[src/rtl/tcu_pkg.sv]
package tcu_pkg;

  typedef enum logic [1:0] {
    MODE_FREE    = 2'd0,
    MODE_CLR_CMP = 2'd1,
    MODE_FAST    = 2'd2,
    MODE_TRI     = 2'd3
  } tcu_mode_e;

  localparam logic [2:0] CS_OFF      = 3'd0;
  localparam logic [2:0] CS_DIV1     = 3'd1;
  localparam logic [2:0] CS_DIV8     = 3'd2;
  localparam logic [2:0] CS_DIV64    = 3'd3;
  localparam logic [2:0] CS_DIV256   = 3'd4;
  localparam logic [2:0] CS_DIV1024  = 3'd5;
  localparam logic [2:0] CS_EXT_FALL = 3'd6;
  localparam logic [2:0] CS_EXT_RISE = 3'd7;

  localparam int NUM_TAPS = 4;

endpackage

[src/rtl/tcu_prescaler.sv]
module tcu_prescaler #(
  parameter int PRE_W = 10,
  parameter int SH_A  = 3,
  parameter int SH_B  = 6,
  parameter int SH_C  = 8
) (
  input  logic                      clk,
  input  logic                      rst_n,
  output logic [tcu_pkg::NUM_TAPS-1:0] tap
);
  logic [PRE_W-1:0] pre_q;

  always_ff @(posedge clk or negedge rst_n) begin
    if (!rst_n) pre_q <= '0;
    else        pre_q <= pre_q + 1'b1;
  end

  for (genvar g = 0; g < tcu_pkg::NUM_TAPS; g++) begin : g_tap
    localparam int SH = (g == 0) ? SH_A : (g == 1) ? SH_B : (g == 2) ? SH_C : PRE_W;
    assign tap[g] = &pre_q[SH-1:0];
  end


  coarse_tap_chk: assert property (@(posedge clk) disable iff (!rst_n)
    tap[tcu_pkg::NUM_TAPS-1] |-> (&tap));

endmodule

[src/rtl/tcu_edge_sync.sv]
module tcu_edge_sync (
  input  logic clk,
  input  logic rst_n,
  input  logic pin,
  output logic rise,
  output logic fall
);
  logic s1_q, s2_q, s3_q;

  always_ff @(posedge clk or negedge rst_n) begin
    if (!rst_n) begin
      s1_q <= 1'b0;
      s2_q <= 1'b0;
      s3_q <= 1'b0;
    end else begin
      s1_q <= pin;
      s2_q <= s1_q;
      s3_q <= s2_q;
    end
  end

  assign rise = s2_q & ~s3_q;
  assign fall = ~s2_q & s3_q;


  edge_excl_chk: assert property (@(posedge clk) disable iff (!rst_n)
    $onehot0({rise, fall}));


  edge_gap_chk: assert property (@(posedge clk) disable iff (!rst_n)
    (rise || fall) |=> !(rise || fall));

endmodule

[src/rtl/tcu_clk_select.sv]
module tcu_clk_select (
  input  logic                         clk,
  input  logic                         rst_n,
  input  logic [2:0]                   sel,
  input  logic [tcu_pkg::NUM_TAPS-1:0] tap,
  input  logic                         ext_rise,
  input  logic                         ext_fall,
  output logic                         tick
);
  import tcu_pkg::*;

  always_comb begin
    unique case (sel)
      CS_OFF:      tick = 1'b0;
      CS_DIV1:     tick = 1'b1;
      CS_DIV8:     tick = tap[0];
      CS_DIV64:    tick = tap[1];
      CS_DIV256:   tick = tap[2];
      CS_DIV1024:  tick = tap[3];
      CS_EXT_FALL: tick = ext_fall;
      default:     tick = ext_rise;
    endcase
  end


  off_quiet_chk: assert property (@(posedge clk) disable iff (!rst_n)
    (sel == CS_OFF) |-> !tick);

endmodule

[src/rtl/tcu_counter_core.sv]
module tcu_counter_core #(
  parameter int W = 8
) (
  input  logic         clk,
  input  logic         rst_n,
  input  logic         tick,
  input  logic [1:0]   mode_in,
  input  logic [W-1:0] cmp,
  input  logic         wr,
  input  logic [W-1:0] wdata,
  input  logic         ovf_clr,
  output logic [W-1:0] cnt,
  output logic         ovf,
  output logic         at_top,
  output logic         at_bottom
);
  import tcu_pkg::*;

  localparam logic [W-1:0] MAXV = {W{1'b1}};
  localparam logic [W-1:0] BOTV = {W{1'b0}};
  localparam logic [W-1:0] ONE  = {{(W-1){1'b0}}, 1'b1};

  tcu_mode_e    mode;
  logic         down_q, down_n;
  logic [W-1:0] cnt_n, top_val;
  logic         ovf_set;

  assign mode    = tcu_mode_e'(mode_in);
  assign top_val = (mode == MODE_CLR_CMP) ? cmp : MAXV;

  always_comb begin
    cnt_n   = cnt;
    down_n  = (mode == MODE_TRI) ? down_q : 1'b0;
    ovf_set = 1'b0;
    if (wr) begin
      cnt_n = wdata;
    end else if (tick) begin
      unique case (mode)
        MODE_FREE, MODE_FAST: begin
          cnt_n   = cnt + ONE;
          ovf_set = (cnt == MAXV);
        end
        MODE_CLR_CMP: begin
          cnt_n   = (cnt == cmp) ? BOTV : cnt + ONE;
          ovf_set = (cnt == MAXV);
        end
        default: begin
          if (!down_q) begin
            if (cnt == MAXV) begin
              cnt_n  = cnt - ONE;
              down_n = 1'b1;
            end else begin
              cnt_n = cnt + ONE;
            end
          end else begin
            if (cnt == BOTV) begin
              cnt_n   = cnt + ONE;
              down_n  = 1'b0;
              ovf_set = 1'b1;
            end else begin
              cnt_n = cnt - ONE;
            end
          end
        end
      endcase
    end
  end

  always_ff @(posedge clk or negedge rst_n) begin
    if (!rst_n) begin
      cnt    <= BOTV;
      down_q <= 1'b0;
      ovf    <= 1'b0;
    end else begin
      cnt    <= cnt_n;
      down_q <= down_n;
      if (ovf_set)      ovf <= 1'b1;
      else if (ovf_clr) ovf <= 1'b0;
    end
  end

  assign at_top    = (cnt == top_val);
  assign at_bottom = (cnt == BOTV);


  wr_load_chk: assert property (@(posedge clk) disable iff (!rst_n)
    wr |=> (cnt == $past(wdata)));


  free_wrap_chk: assert property (@(posedge clk) disable iff (!rst_n)
    (tick && !wr && mode == MODE_FREE && cnt == MAXV) |=> (cnt == BOTV && ovf));


  tri_turn_chk: assert property (@(posedge clk) disable iff (!rst_n)
    (tick && !wr && mode == MODE_TRI && cnt == MAXV) |=> (cnt == MAXV - ONE));


  ovf_clr_chk: assert property (@(posedge clk) disable iff (!rst_n)
    (ovf_clr && !tick) |=> !ovf);

endmodule

[src/rtl/tmr_count_unit.sv]
module tmr_count_unit #(
  parameter int CNT_W = 8,
  parameter int PRE_W = 10
) (
  input  logic             clk,
  input  logic             rst_n,
  input  logic [2:0]       clk_sel,
  input  logic [1:0]       wave_mode,
  input  logic [CNT_W-1:0] cmp_val,
  input  logic             ext_pin,
  input  logic             cnt_wr,
  input  logic [CNT_W-1:0] cnt_wdata,
  input  logic             ovf_clr,
  output logic [CNT_W-1:0] cnt_q,
  output logic             ovf_flag,
  output logic             at_top,
  output logic             at_bottom,
  output logic             tick
);
  logic [tcu_pkg::NUM_TAPS-1:0] tap;
  logic ext_rise, ext_fall;

  tcu_prescaler #(.PRE_W(PRE_W), .SH_A(3), .SH_B(6), .SH_C(8)) u_pre (
    .clk(clk), .rst_n(rst_n), .tap(tap)
  );

  tcu_edge_sync u_sync (
    .clk(clk), .rst_n(rst_n), .pin(ext_pin), .rise(ext_rise), .fall(ext_fall)
  );

  tcu_clk_select u_sel (
    .clk(clk), .rst_n(rst_n), .sel(clk_sel), .tap(tap),
    .ext_rise(ext_rise), .ext_fall(ext_fall), .tick(tick)
  );

  tcu_counter_core #(.W(CNT_W)) u_core (
    .clk(clk), .rst_n(rst_n), .tick(tick), .mode_in(wave_mode), .cmp(cmp_val),
    .wr(cnt_wr), .wdata(cnt_wdata), .ovf_clr(ovf_clr),
    .cnt(cnt_q), .ovf(ovf_flag), .at_top(at_top), .at_bottom(at_bottom)
  );


  stopped_hold_chk: assert property (@(posedge clk) disable iff (!rst_n)
    (clk_sel == 3'd0 && !cnt_wr) |=> $stable(cnt_q));


  every_cycle_chk: assert property (@(posedge clk) disable iff (!rst_n)
    (clk_sel == 3'd1) |-> tick);

endmodule

[config.mk]
export PLATFORM = sky130hd
export DESIGN_NAME = tmr_count_unit
export DESIGN_NICKNAME = d
export VERILOG_FILES = /design/src/rtl/tcu_pkg.sv /design/src/rtl/tcu_prescaler.sv /design/src/rtl/tcu_edge_sync.sv /design/src/rtl/tcu_clk_select.sv /design/src/rtl/tcu_counter_core.sv /design/src/rtl/tmr_count_unit.sv
export SDC_FILE = /design/constraint.sdc
export NUM_CORES = 1
export LEC_CHECK = 0
export BUFFER_PORTS_ARGS = -buffer_cell sky130_fd_sc_hd__buf_2
export CAP_MARGIN = 20
export CORE_MARGIN = 1
export CORE_UTILIZATION = 46
export CTS_BUF_LIST = sky130_fd_sc_hd__clkbuf_16
export DETAILED_ROUTE_END_ITERATION = 12
export GPL_ROUTABILITY_DRIVEN = 0
export GPL_TIMING_DRIVEN = 0
export PLACE_DENSITY_LB_ADDON = 0.05
export SYNTH_ARGS = -nofsm -noshare
export SYNTH_HDL_FRONTEND = slang
export SYNTH_SLANG_ARGS = --single-unit
export TNS_END_PERCENT = 1
[constraint.sdc]
create_clock -name clk -period 2.5 [get_ports clk]
set_input_delay 0.375 -clock clk [delete_from_list [all_inputs] [get_ports clk]]
set_output_delay 0.375 -clock clk [all_outputs]
set_load 0.005 [all_outputs]
==> results of run 1 <==
## per-stage QoR
step / util [%] / instances / worst slack, ns / instance area (um^2)
3_5_place_dp: 58.0 / 268 / 0.0211 / 1830
4_1_cts: 60.8 / 272 / 0.0211 / 1920
6_report: 61.6 / 273 / 0.0664 / 1940
2_1_floorplan: - / 187 / 0.276 / 1590
3_3_place_gp: 58.0 / 268 / 0.0584 / 1830
5_1_grt: 61.6 / 273 / -0.00845 / 1940
## layout make-up
cell class / count / area (um^2) / area share (%)
Multi-Input combinational cell: 140 / 915 / 47.1
Clock buffer: 3 / 75.1 / 3.86
Inverter: 12 / 45.0 / 2.32
Buffer: 12 / 76.3 / 3.93
Sequential cell: 23 / 577 / 29.7
Clock inverter: 1 / 7.51 / 0.386
Tap cell: 44 / 55.1 / 2.83
Timing Repair Buffer: 38 / 193 / 9.92
## how the worst max path moves through the flow
stage                     slack (ns)             to            from
after floorplan                 0.28  u_core.cnt[7]   u_core.cnt[0]
after global placement          0.06  u_core.cnt[7]   u_core.cnt[0]
after detailed placement        0.02  u_core.cnt[7]   u_core.cnt[0]
after CTS                       0.02         at_top   u_core.cnt[6]
after global routing          -0.008  u_core.cnt[7]   u_core.cnt[0]
final                           0.07           tick  u_pre.pre_q[0]
## routing by layer
metal | track usage [%] | up-vias | wire [um] | share of wire (%)
li1 | - | 762 | - | -
met1 | 33.2 | 742 | 1810 | 45
met2 | 35.8 | 72 | 1880 | 47
met3 | 3.84 | 6 | 306 | 7.6
met4 | 6.49 | 0 | 27 | 0.67
met5 | 0 | - | 0 | 0
## state kept, by name, indices dropped and copies added, names as in the netlist
signal and cells:
u_core.down_q 1, u_sync.s1_q 1, u_sync.s3_q 1, u_sync.s2_q 1
u_pre.pre_q 10, u_core.ovf 1, u_core.cnt 8
## worst max-delay path: cells and delay by family, from the launching register on
| kind | cells | cell delay (ns) |
|---|---|---|
| flip-flops | 1 | 0.40 |
| AO/OA/AOI/OAI | 3 | 0.50 |
| adder cells (fa/ha/maj) | 2 | 0.49 |
| buffers and inverters | 2 | 0.41 |
## cells in the final DEF, fill, tap and decap left out, drive strengths merged, types with 3 or more instances in the layout
master,instances
o21a,3
clkbuf,8
o21ai,15
nor3,9
nand3,14
a31oi,5
nor4,3
a21oi,6
nor2,9
nand4,3
buf,45
dfrtp,23
ha,5
nand2,20
xnor2,13
inv,12
## power by group
group / switching [mW] / leakage, nW / internal, mW
logic: 0.155 / 0.559 / 0.115
registers: 0.0208 / 0.283 / 0.392
clock network: 0.151 / 0.0371 / 0.217
## kinds of logic (layout without fill, tap and decap cells)
family | count (synthesis) | after routing | synth area share (%)
xor gates and xnor gates | 15 | 15 | 8.27
buffers and inverters | 24 | 66 | 6.93
DFF | 23 | 23 | 36.2
adders and majority gates | 5 | 5 | 3.94
and+or+nand+nor | 69 | 69 | 22.8
AOI/OAI and AO/OA | 51 | 51 | 21.8
## what timing repair did
| item | 4_1_cts | 5_1_grt |
|---|---|---|
| setup buffers | 0 | 1 |
| pin swaps | 0 | 3 |
| resized for setup | 2 | 4 |
| endpoints found under the hold margin | 0 | 0 |
| endpoints found under the setup margin | 1 | 3 |
==> impl_metrics.py, run 1 <==
metrics = {
    "floorplan": {
        "fp.dieArea_um2": 3690,
        "coreArea_um2": 3150,
        "die_w_um": 60.8,
        "die_y_um": 60.8,
        "rows": 20,
        "io_pins": 38,
        "start_util_pct": 50.4,
    },
    "clock_tree": {
        "cts_num_sinks": 23,
        "clk_path_buf_depth": 2,
        "clk_latency_ns": 0.27,
        "cts_made_buffers": 3,
        "cts_tree": "done",
        "clk_pin_slew_ns": 0.07,
        "cts-root-buf": "clkbuf_16",
        "htree_levels": 1,
        "hold_buffers": 0,
    },
    "finish": {
        "area_delta_synth_final_pct": 22.3,
        "fill_cells": 301,
        "drive_above_1_share_pct": 24.0,
        "insertedDiodeCount": 0,
        "nets": 261,
    },
    "sta": {
        "period_share_pct": 97.3,
        "fmax_mhz": 411,
        "slew_headroom_pct": 42.1,
        "rsz0062_at_grt": "yes",
        "period_needed_ns": 2.43,
        "finalClockSkew_ns": 0.00934,
        "fin_hold_ws_ns": 0.0742,
        "slew_violations": 0,
        "fin_setup_tns_ns": 0,
        "worstMarginPinSlew_ns": 0.861,
        "setup_viol": 0,
        "hold_viol_final": 0,
    },
    "placement": {
        "dpl.hpwl_mm": 2.96,
        "port_buffers": 37,
    },
    "worst_setup_path": {
        "worstPathCellList": "ha_1 > ha_1 > a21oi_1 > a31oi_1 > o21bai_1 > inv_1 > buf_2",
        "path_common_cell": "ha_1",
        "worst-path-max-fanout": 6,
        "crit_path_max_incr_delay_ns": 0.40,
        "ff2ff_path_depth": 8,
        "start_kind": "flop",
        "worstSetupPathType": "flop to output pin",
        "r2r-start": "u_core.cnt[1]",
        "r2r_slack_ns": 0.07,
        "r2r-end": "u_core.cnt[7]",
        "slowest_stage": "dfrtp_1",
        "cp.required_ns": 2.12,
        "end_kind": "output pin",
        "arrival_ns": 2.06,
    },
    "grt": {
        "track_usage_pct": 23.1,
        "antenna_found_initial": 0,
        "grt_pass1_vias": 1402,
        "grt_max_degree": 24,
        "grt_remaining_overflow": 0,
        "grt_pass1_wl_mm": 6.34,
    },
    "power": {
        "ir_drop_v": 0.000331,
        "report.power.total_mw": 1.05,
        "leakagePower_nw": 0.879,
        "powerDensity_nw_per_um2": 541,
    },
    "outcome": {
        "status": "completed",
    },
    "logic_synthesis": {
        "ys_ff_latch": 23,
        "synthTopCellsByArea": "dfrtp_1 (36%), xnor2_1 (7.2%), nand2_1 (4.7%)",
        "avgSynthCellArea_um2": 8.50,
        "syn_area_um2": 1590,
        "ys_types": 45,
        "synth_most_common_cell": "dfrtp_1",
        "ys_seq_area_share_pct": 36.2,
        "yosysTopAreaCellShare_pct": 36.2,
        "synth_common_cells": "dfrtp_1 (23), nand2_1 (20), o21ai_0 (15)",
        "ys.flop_type": "dfrtp_1",
        "synth_top_area_cell": "dfrtp_1",
        "syn-num-nets": 218,
        "syn_inst": 187,
        "synth-edff-count": 0,
        "ys_async_sr_fraction_pct": 100,
        "yosysWarnings": 0,
    },
    "detailed_routing": {
        "num_vias": 1582,
        "wire_per_inst_um": 14.7,
        "drc_errors": 0,
        "viasPerCell": 5.79,
        "drtPass1Iterations": 4,
        "ant_nets": 0,
        "drt_iter0_drc": 65,
        "wirelength_mm": 4.03,
    },
    "run": {
        "drv_cap": 0,
    },
    "hold_path": {
        "hold_path.class": "input pin to asynchronous set/reset pin",
    },
}
(Power assumes the default switching activity.)
==> inputs of run 2 (changes only) <==
- RECOVER_POWER: unset -> 25
==> impl_metrics.py, run 2 (same netlist as run 1, synthesis figures left out) <==
metrics = {
    "worst_setup_path": {
        "start_kind": "flop",
        "end_kind": "output pin",
        "r2r-end": "u_core.cnt[7]",
        "cp.required_ns": 2.12,
        "ff2ff_path_depth": 8,
        "worstSetupPathType": "flop to output pin",
        "r2r-start": "u_core.cnt[1]",
        "arrival_ns": 2.06,
        "r2r_slack_ns": 0.07,
        "worst-path-max-fanout": 6,
    },
    "sta": {
        "rsz0062_at_grt": "yes",
        "worstMarginPinSlew_ns": 1.23,
        "period_share_pct": 97.4,
        "fin_setup_tns_ns": 0,
        "finalClockSkew_ns": 0.00934,
        "period_needed_ns": 2.43,
        "fmax_mhz": 411,
        "setup_viol": 0,
        "slew_headroom_pct": 18.1,
        "slew_violations": 0,
        "hold_viol_final": 0,
    },
    "finish": {
        "nets": 261,
        "multiInputGateArea_um2": 915,
        "drive_above_1_share_pct": 23.6,
        "insertedDiodeCount": 0,
        "instances_no_fill": 273,
        "largest_reg_flops": 10,
        "largest-register": "u_pre.pre_q",
        "layout_common_cells": "buf_2 (39), dfrtp_1 (22), nand2_1 (20), o21ai_0 (15), nand3_1 (14)",
        "final_common_cell": "buf_2",
        "fill_cells": 302,
        "regArea_um2": 577,
        "fin_util_pct": 61.6,
        "area_delta_synth_final_pct": 22.2,
        "reg_top3": "u_pre.pre_q: 10 flops, u_core.cnt: 8 flops",
    },
    "placement": {
        "dp_cells": 268,
        "dpl.hpwl_mm": 2.96,
        "port_buffers": 37,
    },
    "floorplan": {
        "rows": 20,
        "start_util_pct": 50.4,
        "die_w_um": 60.8,
        "coreArea_um2": 3150,
        "io_pins": 38,
        "die_y_um": 60.8,
        "fp.dieArea_um2": 3690,
    },
    "grt": {
        "grt_remaining_overflow": 0,
        "grt_max_degree": 24,
        "antenna_found_initial": 0,
        "grt_pass1_wl_mm": 6.34,
        "track_usage_pct": 23.1,
        "grt_pass1_vias": 1402,
    },
    "detailed_routing": {
        "wl_met2_mm": 1.88,
        "wirelength_mm": 4.02,
        "wire_per_inst_um": 14.7,
        "drt_iter0_drc": 65,
        "met1_length_mm": 1.81,
        "num_vias": 1581,
        "drc_errors": 0,
        "met3_length_um": 305,
        "ant_nets": 0,
        "top_layer_used": "met4",
        "viasPerCell": 5.79,
        "drtPass1Iterations": 4,
    },
    "power": {
        "ir_drop_v": 0.000331,
        "powerDensity_nw_per_um2": 541,
        "leakagePower_nw": 0.876,
        "report.power.total_mw": 1.05,
    },
    "clock_tree": {
        "cts_made_buffers": 3,
        "clk_path_buf_depth": 2,
        "cts_num_sinks": 23,
        "htree_levels": 1,
        "cts_tree": "done",
        "clk_latency_ns": 0.27,
        "cts-root-buf": "clkbuf_16",
        "clk_pin_slew_ns": 0.06,
    },
    "hold_path": {
        "hold_path.class": "input pin to flop",
        "worstHoldEndpoint": "u_sync.s1_q",
        "min_from": "ext_pin",
        "whs_path_depth": 1,
    },
    "outcome": {
        "status": "completed",
    },
    "run": {
        "drv_cap": 0,
    },
}
## run 2: cell types whose count changed in the layout (fill, tap and decap cells not counted)
cell	previous run	this run
buf_2	40	39
clkbuf_1	4	5
## run 2: critical path, cell delays in order (launching register included)
cell	delay [ns]
dfrtp_1	0.40
ha_1	0.28
ha_1	0.21
a21oi_1	0.14
a31oi_1	0.05
o21bai_1	0.31
inv_1	0.23
buf_2	0.18
## run 2: cell type report
cell class	instances	area share [%]
Clock inverter	1	0.387
Tap cell	44	2.84
Inverter	12	2.32
Multi-Input combinational cell	140	47.1
Buffer	12	3.93
Timing Repair Buffer	38	9.86
Sequential cell	23	29.7
Clock buffer	3	3.87
## run 2: stage by stage
step	area, um^2	setup WS [ns]	hold slack [ns]
final	1940	0.0661	0.219
after global routing	1940	-0.00845	0.219
after CTS	1920	0.0211	0.0993
after detailed placement	1830	0.0211	0.336
after global placement	1830	0.0584	0.336
after floorplan	1590	0.276	0.0794
## run 2: worst max path at each step
stage	startpoint	to	cells after the start
final	u_pre.pre_q[0]	tick	7
after global routing	u_core.cnt[0]	u_core.cnt[7]	10
after CTS	u_core.cnt[6]	at_top	8
after detailed placement	u_core.cnt[0]	u_core.cnt[7]	10
after global placement	u_core.cnt[0]	u_core.cnt[7]	10
after floorplan	u_core.cnt[0]	u_core.cnt[7]	10
## run 2: where the power goes
part,internal (mW),switching [mW]
logic,0.115,0.155
clock network,0.217,0.151
registers,0.392,0.0208
## run 2: per-layer routing
| layer | GRT usage [%] | vias up |
|---|---|---|
| li1 | - | 762 |
| met1 | 33.2 | 741 |
| met2 | 35.8 | 72 |
| met3 | 3.84 | 6 |
| met4 | 6.49 | 0 |
| met5 | 0 | - |
## run 2: what timing repair did
item	in CTS	in global routing
endpoints found under the setup margin	1	3
hold endpoints to repair	0	0
hold buffers	0	0
gates resized for setup	2	4
pin swaps	0	3
setup buffers	0	1
==> inputs of run 3 (changes only) <==
- clock period: 2.5 -> 2.61 ns (I/O delays scaled with it)
==> impl_metrics.py, run 3 (same netlist as run 1, synthesis figures left out) <==
metrics = {
    "grt": {
        "grt_pass1_vias": 1402,
        "grt_pass1_wl_mm": 6.34,
        "grt_max_degree": 24,
        "track_usage_pct": 23.1,
        "grt_remaining_overflow": 0,
        "antenna_found_initial": 0,
    },
    "placement": {
        "dpl.hpwl_mm": 2.96,
        "port_buffers": 37,
    },
    "worst_setup_path": {
        "ff2ff_path_depth": 8,
        "worstPathCellList": "ha_1 > nand4_1 > nor2_1 > o21a_1 > nand2_1 > and3b_1 > o311a_1 > a221o_1",
        "critical_path_buf_inv_count": 0,
        "slowest_stage": "dfrtp_1",
        "worst-path-max-fanout": 9,
        "r2r-start": "u_core.cnt[1]",
        "critical-path-top-delay-family": "simple AND/OR/NAND/NOR gates",
        "start_kind": "flop",
        "r2r_slack_ns": 0.1,
        "r2r-end": "u_core.cnt[7]",
        "end_kind": "flop",
        "arrival_ns": 2.65,
        "cp.required_ns": 2.75,
        "worstSetupStartpoint": "u_core.cnt[1]",
        "worstSetupPathType": "flop to flop",
        "crit_path_max_incr_delay_ns": 0.50,
    },
    "clock_tree": {
        "cts_num_sinks": 23,
        "cts_tree": "done",
        "clk_path_buf_depth": 2,
        "cts_made_buffers": 3,
        "cts-root-buf": "clkbuf_16",
        "htree_levels": 1,
        "clk_latency_ns": 0.27,
        "clk_pin_slew_ns": 0.07,
    },
    "finish": {
        "largest-register": "u_pre.pre_q",
        "reg_top3": "u_pre.pre_q: 10 flops, u_core.cnt: 8 flops",
        "layout_common_cells": "buf_2 (39), dfrtp_1 (23), nand2_1 (20), o21ai_0 (15), nand3_1 (14)",
        "fill_cells": 306,
        "final_common_cell": "buf_2",
        "insertedDiodeCount": 0,
        "multiInputGateArea_um2": 903,
        "drive_above_1_share_pct": 22.7,
        "nets": 261,
        "area_delta_synth_final_pct": 21.2,
        "largest_reg_flops": 10,
        "regArea_um2": 576,
    },
    "power": {
        "report.power.total_mw": 1.00,
        "ir_drop_v": 0.000318,
        "leakagePower_nw": 0.872,
        "powerDensity_nw_per_um2": 521,
    },
    "hold_path": {
        "worstHoldEndpoint": "u_sync.s1_q",
        "hold_path.class": "input pin to flop",
        "min_from": "ext_pin",
        "whs_path_depth": 1,
    },
    "floorplan": {
        "rows": 20,
        "start_util_pct": 50.4,
        "fp.dieArea_um2": 3690,
        "die_y_um": 60.8,
        "coreArea_um2": 3150,
        "die_w_um": 60.8,
        "io_pins": 38,
    },
    "sta": {
        "finalClockSkew_ns": 0.0102,
        "setup_viol": 0,
        "period_share_pct": 96.2,
        "rsz0062_at_grt": "no",
        "fin_setup_tns_ns": 0,
        "slew_headroom_pct": 18.2,
        "hold_viol_final": 0,
        "slew_violations": 0,
        "fmax_mhz": 398,
        "worstMarginPinSlew_ns": 1.23,
        "period_needed_ns": 2.51,
    },
    "detailed_routing": {
        "ant_nets": 0,
        "num_vias": 1565,
        "drt_iter0_drc": 50,
        "wirelength_mm": 3.98,
        "drc_errors": 0,
        "viasPerCell": 5.73,
        "drtPass1Iterations": 4,
        "wire_per_inst_um": 14.6,
    },
    "run": {
        "drv_cap": 0,
    },
    "outcome": {
        "status": "completed",
    },
}
-- run 3: cell count changes in the layout (fill, tap and decap cells not counted) --
cell,before,now
o21bai_4,1,0
dfrtp_2,1,0
buf_6,3,2
dfrtp_1,22,23
buf_4,2,3
o21bai_1,1,2
-- run 3: per-stage QoR --
step,util [%],hold WS (ns),cell area [um^2],worst slack (ns),cells
4_1_cts,60.6,0.116,1910,0.0230,272
2_1_floorplan,-,0.0959,1590,0.386,187
5_1_grt,61.1,0.235,1930,0.0260,273
3_5_place_dp,58.0,0.336,1830,0.131,268
3_3_place_gp,58.0,0.336,1830,0.168,268
6_report,61.1,0.236,1930,0.0984,273
-- run 3: what timing repair did --
| item | 4_1_cts | 5_1_grt |
|---|---|---|
| hold buffers | 0 | 0 |
| setup endpoints to repair | 0 | 2 |
| gates resized for setup | 0 | 5 |
| hold endpoints to repair | 0 | 0 |
| setup buffers | 0 | 1 |
-- run 3: layout make-up --
cell class,instances,share of cell area (%)
inverter,12,2.34
sequential,23,29.9
clock inverter,1,0.390
clock buffer,3,3.90
timing repair buffer,38,9.94
buffer,12,3.77
multi-input combinational,140,46.9
tap,44,2.86
-- run 3: worst max-delay path by stage --
stage	endpoint	slack, ns	depth (start not counted)
floorplan	u_core.cnt[7]	0.39	10
global placement	u_core.cnt[7]	0.17	10
detailed placement	u_core.cnt[7]	0.13	10
CTS	at_top	0.02	7
global route	at_top	0.03	7
finish	u_core.cnt[7]	0.1	8
-- run 3: where the power goes --
part           leakage, nW  internal [mW]  total [mW]  switching [mW]
logic                0.551          0.109       0.255           0.147
registers            0.284          0.375       0.394          0.0196
clock network       0.0371          0.208       0.354           0.146
total                0.872          0.692        1.00           0.312
-- run 3: routing by layer --
layer  vias to the layer above  track usage [%]  wire length, um
met5                         -                0                0
met4                         0             6.49               10
met3                         2             3.84              255
met2                        54             35.8             1870
met1                       744             33.2             1840
li1                        765                -                -
-- run 3: worst reg2reg max path, delay by kind of cell (launching register included) --
kind                       cells  cell delay (ns)
adders and majority gates      1             0.28
DFF                            1             0.50
AOI/OAI and AO/OA              3             0.73
and+or+nand+nor                4             0.89
